<file path="src/rtl/mgmt_irq_pkg.sv">
package mgmt_irq_pkg;
  localparam int NUM_SRC  = 3;
  localparam int MIN_DATA = 8;

  typedef enum int {
    SRC_HOST = 0,
    SRC_INTL = 1,
    SRC_POLL = 2
  } irq_src_e;

  function automatic int flag_pos(input int src);
    case (src)
      SRC_HOST: flag_pos = 5;
      SRC_INTL: flag_pos = 3;
      default:  flag_pos = 7;
    endcase
  endfunction

  function automatic int en_pos(input int src);
    en_pos = flag_pos(src) - 1;
  endfunction
endpackage

</file>
<file path="src/rtl/irq_flag_cell.sv">
module irq_flag_cell (
  input  logic clk,
  input  logic rst_n,
  input  logic set_i,
  input  logic clr_i,
  output logic flag_o
);
  always_ff @(posedge clk or negedge rst_n) begin
    if (!rst_n)     flag_o <= 1'b0;
    else if (set_i) flag_o <= 1'b1;
    else if (clr_i) flag_o <= 1'b0;
  end

  p_set_wins_r5: assert property (@(posedge clk) disable iff (!rst_n)
    set_i |=> flag_o);
  p_clear_r4: assert property (@(posedge clk) disable iff (!rst_n)
    (clr_i && !set_i) |=> !flag_o);
  p_sticky_r7: assert property (@(posedge clk) disable iff (!rst_n)
    (!set_i && !clr_i) |=> $stable(flag_o));
endmodule

</file>
<file path="src/rtl/irq_enable_reg.sv">
module irq_enable_reg #(
  parameter int N = 3
) (
  input  logic         clk,
  input  logic         rst_n,
  input  logic         wr_i,
  input  logic [N-1:0] d_i,
  output logic [N-1:0] en_o
);
  always_ff @(posedge clk or negedge rst_n) begin
    if (!rst_n)    en_o <= '0;
    else if (wr_i) en_o <= d_i;
  end

  p_en_load_r6: assert property (@(posedge clk) disable iff (!rst_n)
    wr_i |=> (en_o == $past(d_i)));
  p_en_hold_r9: assert property (@(posedge clk) disable iff (!rst_n)
    !wr_i |=> $stable(en_o));
endmodule

</file>
<file path="src/rtl/irq_combine.sv">
module irq_combine #(
  parameter int N = 3
) (
  input  logic         clk,
  input  logic         rst_n,
  input  logic [N-1:0] flag_i,
  input  logic [N-1:0] en_i,
  output logic         irq_o
);
  logic pend;
  assign pend = |(flag_i & en_i);

  always_ff @(posedge clk or negedge rst_n) begin
    if (!rst_n) irq_o <= 1'b0;
    else        irq_o <= pend;
  end

  p_irq_lag_r8: assert property (@(posedge clk) disable iff (!rst_n)
    irq_o |-> $past(|(flag_i & en_i)));
  p_irq_rise_r8: assert property (@(posedge clk) disable iff (!rst_n)
    (|(flag_i & en_i)) |=> irq_o);
endmodule

</file>
<file path="src/rtl/mgmt_irq_status.sv">
module mgmt_irq_status
  import mgmt_irq_pkg::*;
#(
  parameter int DATA_W = 8
) (
  input  logic              clk,
  input  logic              hard_rst_n,
  input  logic              soft_rst,
  input  logic              stop,
  input  logic              reg_sel,
  input  logic              reg_wr_en,
  input  logic [DATA_W-1:0] reg_wdata,
  output logic [DATA_W-1:0] reg_rdata,
  input  logic              ev_host_done,
  input  logic              ev_int_done,
  input  logic              ev_poll_mismatch,
  output logic              irq
);
  localparam int N = NUM_SRC;

  if (DATA_W < MIN_DATA) begin : g_width_check
    $error("DATA_W too small for register layout");
  end

  logic         wr_hit;
  logic [N-1:0] ev;
  logic [N-1:0] flag;
  logic [N-1:0] en;
  logic [N-1:0] en_d;
  logic         unused_inputs;

  assign wr_hit        = reg_sel & reg_wr_en;
  assign ev[SRC_HOST]  = ev_host_done;
  assign ev[SRC_INTL]  = ev_int_done;
  assign ev[SRC_POLL]  = ev_poll_mismatch;
  assign unused_inputs = ^{reg_wdata, soft_rst, stop};

  for (genvar i = 0; i < N; i++) begin : g_src
    irq_flag_cell u_flag (
      .clk    (clk),
      .rst_n  (hard_rst_n),
      .set_i  (ev[i]),
      .clr_i  (wr_hit & reg_wdata[flag_pos(i)]),
      .flag_o (flag[i])
    );
    assign en_d[i] = reg_wdata[en_pos(i)];
  end

  irq_enable_reg #(.N(N)) u_en (
    .clk   (clk),
    .rst_n (hard_rst_n),
    .wr_i  (wr_hit),
    .d_i   (en_d),
    .en_o  (en)
  );

  irq_combine #(.N(N)) u_comb (
    .clk    (clk),
    .rst_n  (hard_rst_n),
    .flag_i (flag),
    .en_i   (en),
    .irq_o  (irq)
  );

  always_comb begin
    reg_rdata = '0;
    for (int i = 0; i < N; i++) begin
      reg_rdata[flag_pos(i)] = flag[i];
      reg_rdata[en_pos(i)]   = en[i];
    end
  end

  // soft reset and stop do not disturb the register
  p_quiet_r7: assert property (@(posedge clk) disable iff (!hard_rst_n)
    ((soft_rst || stop) && !wr_hit && ev == '0) |=> $stable(reg_rdata));
  // internal completion alone never raises the host flag
  p_host_only_r3: assert property (@(posedge clk) disable iff (!hard_rst_n)
    (!ev_host_done && !reg_rdata[5]) |=> !reg_rdata[5]);
  // unused bits stay zero
  p_spare_zero_r2: assert property (@(posedge clk) disable iff (!hard_rst_n)
    reg_rdata[1:0] == 2'b00);
endmodule

</file>
<file path="config.mk">
export PLATFORM = sky130hd
export DESIGN_NAME = mgmt_irq_status
export DESIGN_NICKNAME = d
export VERILOG_FILES = /design/src/rtl/mgmt_irq_pkg.sv /design/src/rtl/irq_flag_cell.sv /design/src/rtl/irq_enable_reg.sv /design/src/rtl/irq_combine.sv /design/src/rtl/mgmt_irq_status.sv
export SDC_FILE = /design/constraint.sdc
export NUM_CORES = 1
export LEC_CHECK = 0
export CORE_AREA = 2 2 39 41
export CTS_CLUSTER_SIZE = 16
export DETAILED_ROUTE_END_ITERATION = 12
export DIE_AREA = 0 0 41 43
export DONT_BUFFER_PORTS = 1
export GPL_TIMING_DRIVEN = 0
export PLACE_DENSITY = 0.48
export SYNTH_ARGS = -nofsm -noshare
export SYNTH_HDL_FRONTEND = slang
export SYNTH_SLANG_ARGS = --single-unit
</file>
<file path="constraint.sdc">
create_clock -name clk -period 1.2 [get_ports clk]
set_input_delay 0.12 -clock clk [delete_from_list [all_inputs] [get_ports clk]]
set_output_delay 0.12 -clock clk [all_outputs]
set_load 0.02 [all_outputs]
</file>
==> reports/metrics.cfg <==
[sta]
rsz0062_at_grt=false
tns_ns=0
finalCritPeriodShare_pct=83.23
setup_viol=0
skew_ns=0.004786
period_minus_slack_ns=0.9987
slew_viol_final=0
hold_ws_ns=0.01586
hold_viol=0
clock.fmax_mhz=1001

[place]
io_buffers=0
gp_congestion=0.6315

[finish]
drive_gt1_share_pct=35.29
syn2layout_area_growth_pct=28.24
final_nets=52
fill_cells=144
multi_input_area_sq_um=106.4
n_antenna_cell=0
regArea_sq_um=175.2

[yosys]
synth-seq-cells=7
synth_area_per_cell_sq_um=12.76
yosysWarnings=0
netlist_instances=25
yosysSeqAreaShare_pct=54.90
yosysUniqueCellTypes=9
synth.cell_area_sq_um=319.1

[clocking]
htree_levels=1
clk_pin_slew_worst_paths_ns=0.05
clock-sinks=7
clockBufferDepth=2
cts_setup_buffers=0
hold_buffers=4
cts_inserted_buffers=3
cts-resized-gates=0
cts_root_buf=clkbuf_4
cts_tree=yes
clk_latency_ns=0.25

[die]
ios=26
die-area_sq_mm=0.001763
initial_core_util_pct=23.06
die_w_um=41
num_rows=14
die_h_um=43
coreArea_sq_mm=0.001384

[power_and_ir_drop]
vdd_drop_max_uv=336.4
pwr_density_cell_mw_per_mm2=1459
p_leak_uw=0.0001815

[drt]
drt_first_pass_iters=4
finalWirelength_um=590
routedWlPerCell_um=11.80
drcViolationCount=0
routed-via-count=207
drt-initial-drc-count=4
viasPerCell=4.140
drtAntennaViolNets=0

[setup_path]
cp_cell_sequence=a222oi_1, inv_1
cp.required_ns=1.33
critPathKind=reg2reg
slowest_delay_ns=0.47
r2r_slack_ns=0.20
crit_fanout=3
startpoint_type=flop
crit_path_end_kind=flop
arrival_ns=1.13
slowest_stage=dfrtp_1

[grt]
track_usage_pct=8.925
grt_overflow=0
grt_max_degree=8
grt_antenna_before_repair=0
grt_pass1_wl_um=931
grt_pass1_vias=224

[hold_path]
hold_path.class=in2reg

[flow_run]
drv_cap=0

[status]
outcome=finished, final reports clean

## cells by family (layout without fill, tap and decap cells)
| logic type | Yosys count | after routing | synth area share, % |
|---|---|---|---|
| buffers and inverters | 6 | 14 | 12.94 |
| and+or+nand+nor | 4 | 4 | 6.667 |
| DFF | 7 | 7 | 54.90 |
| other | 1 | 2 | 1.175 |
| muxes | 3 | 3 | 14.12 |
| AOI/OAI and AO/OA | 4 | 4 | 10.20 |
## worst max-delay path: cells and delay by family (launching register included)
kind / cells / cell delay [ns]
AO/OA/AOI/OAI: 1 / 0.35
buffers and inverters: 1 / 0.07
flip-flops: 1 / 0.47
## cells in the final DEF, fill, tap and decap left out
cell type	instances
dfrtp_1	7
buf_4	5
dlygate4sd3_1	4
mux2_4	3
nand3_1	3
a21o_1	3
clkbuf_4	3
conb_1	2
a222oi_1	1
inv_1	1
nand2_2	1
clkbuf_1	1
## cell usage after synthesis
| master | n | area, sq um |
|---|---|---|
| nand2_2 | 1 | 6.260 |
| inv_1 | 1 | 3.750 |
| a222oi_1 | 1 | 10.01 |
| buf_4 | 5 | 37.54 |
| mux2_4 | 3 | 45.04 |
| nand3_1 | 3 | 15.01 |
| a21o_1 | 3 | 22.52 |
| dfrtp_1 | 7 | 175.2 |
| conb_1 | 1 | 3.750 |
## per-stage QoR
| stage | setup WS, ns | cell area [sq um] | utilization (%) | total power (uW) | cells |
|---|---|---|---|---|---|
| after floorplan | 0.2589 | 322.8 | - | 369.1 | 26 |
| after global placement | 0.2200 | 342.8 | 24.77 | 379.4 | 42 |
| after detailed placement | 0.2206 | 342.8 | 24.77 | 382.0 | 42 |
| after CTS | 0.2006 | 409.1 | 29.57 | 609.3 | 50 |
| after global routing | 0.1756 | 409.1 | 29.57 | 631.7 | 50 |
| final | 0.2013 | 409.1 | 29.57 | 596.9 | 50 |
## metal layers
layer / vias up / part of all wire [%] / global-route usage (%)
li1: 97 / - / -
met1: 94 / 28 / 6.977
met2: 11 / 59 / 13.44
met3: 5 / 5.9 / 3.141
met4: 0 / 6.4 / 12.00
met5: - / 0 / 0
## state kept, by name, summed over array words and instances, names as in the netlist
name / count
g_src.u_flag.flag_o: 3
u_en.en_o: 3
u_comb.irq_o: 1
## where the power goes
part / leakage [uW] / switching (uW) / internal, uW / total (uW)
logic: 0.0000929 / 31.6 / 49.5 / 81.1
clock network: 0.0000150 / 79.6 / 126 / 206
registers: 0.0000735 / 47.8 / 262 / 310
total: 0.000181 / 159 / 438 / 597
## path summary, 6_finish.rpt
check,cells past startpoint,endpoint,startpoint
max,2,u_comb.irq_o$_DFF_PN0_,u_en.en_o[0]$_DFFE_PN0N_
min,1,u_en.en_o[0]$_DFFE_PN0N_,reg_wdata[4]
max reg2reg,2,u_comb.irq_o$_DFF_PN0_,u_en.en_o[0]$_DFFE_PN0N_
min reg2reg,1,g_src[0].u_flag.flag_o$_DFFE_PN0P_,g_src[0].u_flag.flag_o$_DFFE_PN0P_
max in group asynchronous,1,g_src[1].u_flag.flag_o$_DFFE_PN0P_,hard_rst_n
min in group asynchronous,1,u_comb.irq_o$_DFF_PN0_,hard_rst_n
## layout make-up
cell class                 count  share of cell area [%]
multi-input combinational     13                   25.99
tap                           16                   4.893
clock buffer                   4                   6.422
timing repair buffer           4                   9.786
buffer                         5                   9.174
sequential                     7                   42.81
inverter                       1                  0.9174
(Power assumes the default switching activity.)
